### config.mk
export PLATFORM = sky130hd
export DESIGN_NAME = fadd_special_resolver
export DESIGN_NICKNAME = d
export VERILOG_FILES = /design/src/rtl/fsr_pkg.sv /design/src/rtl/fsr_classify.sv /design/src/rtl/fsr_decide.sv /design/src/rtl/fadd_special_resolver.sv
export SDC_FILE = /design/constraint.sdc
export NUM_CORES = 1
export LEC_CHECK = 0
export BUFFER_PORTS_ARGS = -buffer_cell sky130_fd_sc_hd__buf_2
export CAP_MARGIN = 20
export CORE_MARGIN = 3
export CORE_UTILIZATION = 30
export DETAILED_ROUTE_END_ITERATION = 6
export PLACE_DENSITY_LB_ADDON = 0.08
export REMOVE_ABC_BUFFERS = 1
export SYNTH_ARGS = -nofsm -noshare
export SYNTH_HDL_FRONTEND = slang
export SYNTH_HIERARCHICAL = 1
export SYNTH_SLANG_ARGS = --single-unit
### constraint.sdc
create_clock -name clk -period 2.4 [get_ports clk]
set_clock_uncertainty 0.2 [all_clocks]
set_input_delay 0.48 -clock clk [delete_from_list [all_inputs] [get_ports clk]]
set_output_delay 0.48 -clock clk [all_outputs]
set_load 0.03 [all_outputs]
### src/rtl/fsr_pkg.sv
package fsr_pkg;
    parameter int EXP_W = 15;
    parameter int SIG_W = 64;
    localparam int QBIT = SIG_W - 2;

    typedef struct packed {
        logic             sign;
        logic [EXP_W-1:0] exp;
        logic [SIG_W-1:0] sig;
    } xfp_t;

    typedef enum logic [2:0] {
        K_ZERO = 3'd0,
        K_FIN  = 3'd1,
        K_INF  = 3'd2,
        K_QNAN = 3'd3,
        K_SNAN = 3'd4
    } kind_e;

    typedef enum logic [1:0] {
        RM_NEAR = 2'b00,
        RM_DOWN = 2'b01,
        RM_UP   = 2'b10,
        RM_ZERO = 2'b11
    } rmode_e;

    typedef struct packed {
        logic valid;
        xfp_t res;
        logic use_fin;
        logic inv;
    } state_t;
endpackage

### src/rtl/fsr_classify.sv
module fsr_classify
    import fsr_pkg::*;
(
    input  logic             op_sign,
    input  logic [EXP_W-1:0] op_exp,
    input  logic [SIG_W-1:0] op_sig,
    input  logic             from_int,
    output kind_e            kind,
    output xfp_t             val
);
    logic exp_max;
    logic exp_min;
    logic frac_zero;

    always_comb begin
        exp_max   = &op_exp;
        exp_min   = ~|op_exp;
        frac_zero = ~|op_sig[SIG_W-2:0];

        if (exp_max) begin
            if (frac_zero)          kind = K_INF;
            else if (op_sig[QBIT])  kind = K_QNAN;
            else                    kind = K_SNAN;
        end else if (exp_min && ~|op_sig) begin
            kind = K_ZERO;
        end else begin
            kind = K_FIN;
        end

        val.sign = op_sign;
        val.exp  = op_exp;
        val.sig  = op_sig;
        if (from_int && kind == K_ZERO) val.sign = 1'b0;
    end
endmodule

### src/rtl/fsr_decide.sv
module fsr_decide
    import fsr_pkg::*;
(
    input  kind_e      kind_a,
    input  kind_e      kind_b,
    input  xfp_t       val_a,
    input  xfp_t       val_b,
    input  logic [1:0] rmode,
    input  logic       fin_zero,
    output xfp_t       res,
    output logic       use_fin,
    output logic       inv
);
    logic nan_a, nan_b, snan_any;
    logic cancel_sign;
    xfp_t dflt_nan;

    always_comb begin
        nan_a       = (kind_a == K_QNAN) || (kind_a == K_SNAN);
        nan_b       = (kind_b == K_QNAN) || (kind_b == K_SNAN);
        snan_any    = (kind_a == K_SNAN) || (kind_b == K_SNAN);
        cancel_sign = (rmode_e'(rmode) == RM_DOWN);

        dflt_nan.sign = 1'b1;
        dflt_nan.exp  = '1;
        dflt_nan.sig  = '0;
        dflt_nan.sig[SIG_W-1] = 1'b1;
        dflt_nan.sig[QBIT]    = 1'b1;

        res     = '0;
        use_fin = 1'b0;
        inv     = 1'b0;

        if (nan_a || nan_b) begin
            inv = snan_any;
            res = nan_a ? val_a : val_b;
            res.sig[QBIT] = 1'b1;
        end else if (kind_a == K_INF && kind_b == K_INF) begin
            if (val_a.sign == val_b.sign) begin
                res = val_a;
            end else begin
                res = dflt_nan;
                inv = 1'b1;
            end
        end else if (kind_a == K_INF) begin
            res = val_a;
        end else if (kind_b == K_INF) begin
            res = val_b;
        end else if (kind_a == K_ZERO && kind_b == K_ZERO) begin
            res.sign = (val_a.sign == val_b.sign) ? val_a.sign : cancel_sign;
        end else if (kind_a == K_ZERO) begin
            res = val_b;
        end else if (kind_b == K_ZERO) begin
            res = val_a;
        end else if (fin_zero) begin
            res.sign = (val_a.sign == val_b.sign) ? val_a.sign : cancel_sign;
        end else begin
            use_fin = 1'b1;
        end
    end
endmodule

### src/rtl/fadd_special_resolver.sv
module fadd_special_resolver
    import fsr_pkg::*;
(
    input  logic             clk,
    input  logic             rst_n,
    input  logic             in_valid,
    input  logic             a_sign,
    input  logic [EXP_W-1:0] a_exp,
    input  logic [SIG_W-1:0] a_sig,
    input  logic             b_sign,
    input  logic [EXP_W-1:0] b_exp,
    input  logic [SIG_W-1:0] b_sig,
    input  logic             b_from_int,
    input  logic [1:0]       rmode,
    input  logic             fin_zero,
    output logic             out_valid,
    output logic             res_sign,
    output logic [EXP_W-1:0] res_exp,
    output logic [SIG_W-1:0] res_sig,
    output logic             use_finite,
    output logic             invalid
);
    localparam int NOPS = 2;

    logic             op_sign [NOPS];
    logic [EXP_W-1:0] op_exp  [NOPS];
    logic [SIG_W-1:0] op_sig  [NOPS];
    logic             op_int  [NOPS];
    kind_e            op_kind [NOPS];
    xfp_t             op_val  [NOPS];

    always_comb begin
        op_sign[0] = a_sign;  op_exp[0] = a_exp;  op_sig[0] = a_sig;  op_int[0] = 1'b0;
        op_sign[1] = b_sign;  op_exp[1] = b_exp;  op_sig[1] = b_sig;  op_int[1] = b_from_int;
    end

    for (genvar g = 0; g < NOPS; g++) begin : g_cls
        fsr_classify u_cls (
            .op_sign  (op_sign[g]),
            .op_exp   (op_exp[g]),
            .op_sig   (op_sig[g]),
            .from_int (op_int[g]),
            .kind     (op_kind[g]),
            .val      (op_val[g])
        );
    end

    xfp_t dec_res;
    logic dec_fin;
    logic dec_inv;

    fsr_decide u_dec (
        .kind_a   (op_kind[0]),
        .kind_b   (op_kind[1]),
        .val_a    (op_val[0]),
        .val_b    (op_val[1]),
        .rmode    (rmode),
        .fin_zero (fin_zero),
        .res      (dec_res),
        .use_fin  (dec_fin),
        .inv      (dec_inv)
    );

    state_t st_d, st_q;

    always_comb begin
        st_d       = st_q;
        st_d.valid = in_valid;
        if (in_valid) begin
            st_d.res     = dec_res;
            st_d.use_fin = dec_fin;
            st_d.inv     = dec_inv;
        end else begin
            st_d.use_fin = 1'b0;
            st_d.inv     = 1'b0;
        end
    end

    always_ff @(posedge clk or negedge rst_n) begin
        if (!rst_n) st_q <= '0;
        else        st_q <= st_d;
    end

    assign out_valid  = st_q.valid;
    assign res_sign   = st_q.res.sign;
    assign res_exp    = st_q.res.exp;
    assign res_sig    = st_q.res.sig;
    assign use_finite = st_q.use_fin;
    assign invalid    = st_q.inv;
endmodule

# Word-level counts from Yosys, hierarchy flattened
# Cells that the tools add are included.
# totals
elab_cells	71
mem_bits_rw	0
reg_bits	83
input_bits	167
n_memories	0
output_inout_bits	83
romBits	0
latch_bits	0
# classes
n_lt_le_gt_ge	0
n_shift	0
add_sub_neg	0
mul	0
n_eq_ne	8
bitwise	0
n_div	0
n_mux	34
n_reduce_logical	23
# op_table
cell	n
2-to-1 mux 80 bit	7
2-to-1 mux 79 bit	2
OR reduction 64 bit	2
OR reduction 63 bit	2
AND reduction 15 bit	2
OR reduction 15 bit	2
2-to-1 mux 1 bit	18
2-to-1 mux 3 bit	6
== test 3 x 2 -> 1 bit, second input constant	4
== test 3 bit, second input constant	2
zero test 3 bit	2
logical AND 1 bit	5
zero test 1 bit	4
logical OR 1 bit	4
== test 2 x 1 -> 1 bit, second input constant	1
2-to-1 mux 2 bit	1
== test 1 bit	1

# Logic depth before layout (Yosys ltp)
# depth
depth_word	18
ltp_mapped	14
ltp_nobuf	12

# Hierarchy
# Netlist, hierarchy kept.
# by_module_without_submodules
module	cells_per_inst	area_per_inst_um2	seq_area_each_um2	instances
fadd_special_resolver	175	3453.3	2077.0	1
fsr_classify	116	844.6	0.0	2
fsr_decide	185	1315.0	0.0	1

# Worst setup path before layout
# OpenSTA, ideal clock, no wires.
# synth_timing
path_type	input -> register
startpoint	input port a_sig[40]
endpoint	register st_q, in the netlist res_sig[10]
required_ps	2075
cell_stages	14
setup_ps	125
arrival_time_ps	3253
path_buffers	4
path_slack_ps	-1178
path_cell_list	nor4_1 nand4_1 nor4_4 a21oi_1 buf_2 or3b_1 buf_2 nor4b_4 nand2_1 a31o_1 buf_6 buf_6 a22o_1 mux2_4
# synth_lines
element	line	text
from (decl)	fadd_special_resolver.sv:9	input logic [SIG_W-1:0] a_sig,
to (signal assigned)	fadd_special_resolver.sv:81	else st_q <= st_d;
to (decl)	fadd_special_resolver.sv:64	state_t st_d, st_q;

==> results.yml <==
finish:
  fill_cells: 2040
  nets: 1014
  layout_common_cells: "buf_2 (240), buf_4 (162), dfrtp_1 (83)"
  design_area_sq_um: 9180
  fin_util: 0.435
  layout_commonest_cell: "buf_2"
  synthToLayoutAreaGrowth_pct: 42.2
  layout-drive-gt1-share: 0.725
  antenna_cells: 0
route:
  drc: 0
  wl_per_cell_microns: 19.0
  first_pass_iters: 5
  drt-initial-drc-count: 244
  routed_wl_microns: 21400
  viasPerCell: 4.93
  drtAntennaViolNets: 0
  vias: 5551
clocking:
  root_buffer: "clkbuf_16"
  cts_buffers: 9
  clock_latency_ns: 0.34
  htree_levels: 3
  clockBufferDepth: 2
  cts_tree: "done"
  path_clk_slew_ns: 0.07
  clkSinkCount: 83
die:
  fp.dieArea_sq_um: 23300
  die_x_microns: 153
  core_area_sq_um: 21100
  rows: 53
  io_pins: 250
  dieHeight_microns: 153
  start_util: 0.306
timing:
  worst_slack_ns: -1.16
  tns_ns: -88.69
  setup_viol: 82
  finalWorstPathRequiredPeriod_ns: 3.56
  timing.fmax_mhz: 281
  fin_crit_sh: 1.48
  slew_violations: 0
  hold_violations: 0
  rsz0062_at_grt: "true"
  relSlewSlack: 0.615
  worst_pin_slew_ns: 0.566
critical_path:
  critPathKind: "in2reg"
  cp-endpoint: "res_sig[25]"
  r2r_cells: 1
  cp.arrival_ns: 3.58
  reg2reg_to: "res_sig[25]"
  critPathLaunchType: "input pin"
  r2r_slack_ns: 1.41
  worstSetupStartpoint: "a_sig[8]"
  cp_max_fo: 27
  cp.required_ns: 2.43
  r2r-start: "res_sig[25]"
  crit_path_end_kind: "flip-flop"
synth:
  ys_warn_count: 6
  ys.flop_type: "dfrtp_1"
  syn_inst: 592
  synth_edf_count: 0
  syn_area_per_cell_sq_um: 10.9
  synth.cell_area_sq_um: 6460
  yosysSeqAreaShare: 0.322
  synth_top_area_frac: 0.322
  ys_types: 48
  yosys.area.top_type: "dfrtp_1"
  synth_seq_cells: 83
  async_flop_share: 1.00
  synthTopCellsByArea: "dfrtp_1 (32%), buf_4 (18%), mux2_4 (18%)"
global_route:
  antenna_found_initial: 1
  grt_max_degree: 46
  grt_pass1_vias: 5832
  grt_pass1_wl_microns: 33600
  gr-total-overflow: 0
  grt_usage: 0.176
power_and_ir_drop:
  internal-power_w: 0.00254
  peakVddDrop_uv: 276
  switching_power_w: 0.000932
  leakage_nw: 4.64
  p_per_area_nw_per_um2: 378
  pwr-share-seq: 0.404
  combinationalPowerShare: 0.173
  swShare: 0.269
  clkPwrFrac: 0.423
placed_design:
  routabilityCongestion: 0.866
  dp_hpwl_microns: 15500
  post_dp_cell_area_sq_um: 8030
  io_buffer_count: 249
outcome:
  violations: "setup timing"
  outcome: "finished, violations left"
hold_path:
  hp-class: "in2reg"
run:
  maxCapViolCount: 0
-- sequential cells by signal (all words and copies together) (netlist names) --
name / count
res_sign: 1
res_exp: 15
out_valid: 1
invalid: 1
res_sig: 64
use_finite: 1
-- Yosys cell counts, types with 2 or more instances --
master and number:
or3_1 2, nor3_1 4, nor4_4 2, and2_1 3, mux2_4 78, nand3_1 3, buf_12 7, nand2_1 4
o22ai_1 17, clkbuf_1 13, dfrtp_1 83, buf_6 8, a21oi_1 22, nor4_2 2, nor4_1 38, nand4_1 14
o21a_1 2, mux2_2 2, buf_4 158, and3_1 2, and2b_1 2, nor2_1 2, buf_2 4, a22oi_1 15
nor2b_1 6, and4_1 2, inv_1 7, a31oi_1 4, a22o_1 62, o21ai_0 6
-- stage by stage --
stage | hold slack [ns] | setup WS [ns] | std cells | total power, W
floorplan | -0.0156 | -2.55 | 401 | 0.00150
global placement | 0.217 | -1.50 | 1100 | 0.00196
detailed placement | 0.222 | -1.63 | 1100 | 0.00196
CTS | 0.253 | -1.12 | 1125 | 0.00353
global route | 0.262 | -1.25 | 1126 | 0.00362
finish | 0.276 | -1.16 | 1126 | 0.00347
-- critical path: stages --
cell     delay, ns
buf_8         0.10
nor4_4        0.27
buf_4         0.16
nand4_1       0.14
buf_4         0.19
nor4_4        0.38
o21a_1        0.17
or3b_4        0.41
nor4b_4       0.26
nand2_1       0.10
a31o_4        0.29
buf_12        0.18
a22o_1        0.19
mux2_4        0.26
-- power by group through the flow --
stage,registers (W),logic (W),clock network (W)
floorplan,0.00144,0.0000590,0
global placement,0.00143,0.000527,0
detailed placement,0.00143,0.000529,0
CTS,0.00140,0.000593,0.00153
global route,0.00140,0.000642,0.00157
finish,0.00140,0.000598,0.00147
-- area by class of cell --
cell class,count,area [sq um],share of cell area
repair buffers,434,2940,0.320
clock buffers,10,229,0.0249
inverters,7,26.3,0.00286
flip-flops and latches,83,2080,0.226
clock inverters,6,73.8,0.00804
well taps,275,344,0.0375
multi-input cells,311,3490,0.380
-- kinds of logic after synthesis --
group | after synthesis | share of synthesized area
other | 1 | 0.000581
adders and majority gates | 1 | 0.00194
muxes | 81 | 0.186
buffers and inverters | 198 | 0.236
AOI/OAI and AO/OA | 137 | 0.157
DFF | 83 | 0.322
and+or+nand+nor | 91 | 0.0959
-- what timing repair did --
action / in CTS / in global routing
endpoints found under the setup margin: 82 / 82
hold endpoints to repair: 21 / 0
buffers inserted: 7 / 2
pin swaps: 48 / 12
gates cloned: 3 / 0
gates resized for setup: 126 / 15
hold buffers: 1 / 0
-- how the worst min path moves through the flow --
stage	start	endpoint	slack [ns]	cells after the start
finish	fin_zero	use_finite	0.28	3
global route	fin_zero	use_finite	0.26	3
CTS	fin_zero	use_finite	0.25	3
detailed placement	rst_n	res_sig[8]	0.22	1
global placement	rst_n	res_sig[8]	0.22	1
floorplan	rst_n	invalid	-0.02	0
-- layer usage --
layer  share of wire  vias to the layer above  wire (microns)  global-route usage
met5         0.00033                        -               7                   0
met4           0.018                        2             381              0.0433
met1            0.44                     2731            9390               0.235
met2            0.48                      221           10200               0.292
met3           0.066                       28            1420              0.0400
li1                -                     2569               -                   -
(Power assumes the default switching activity.)
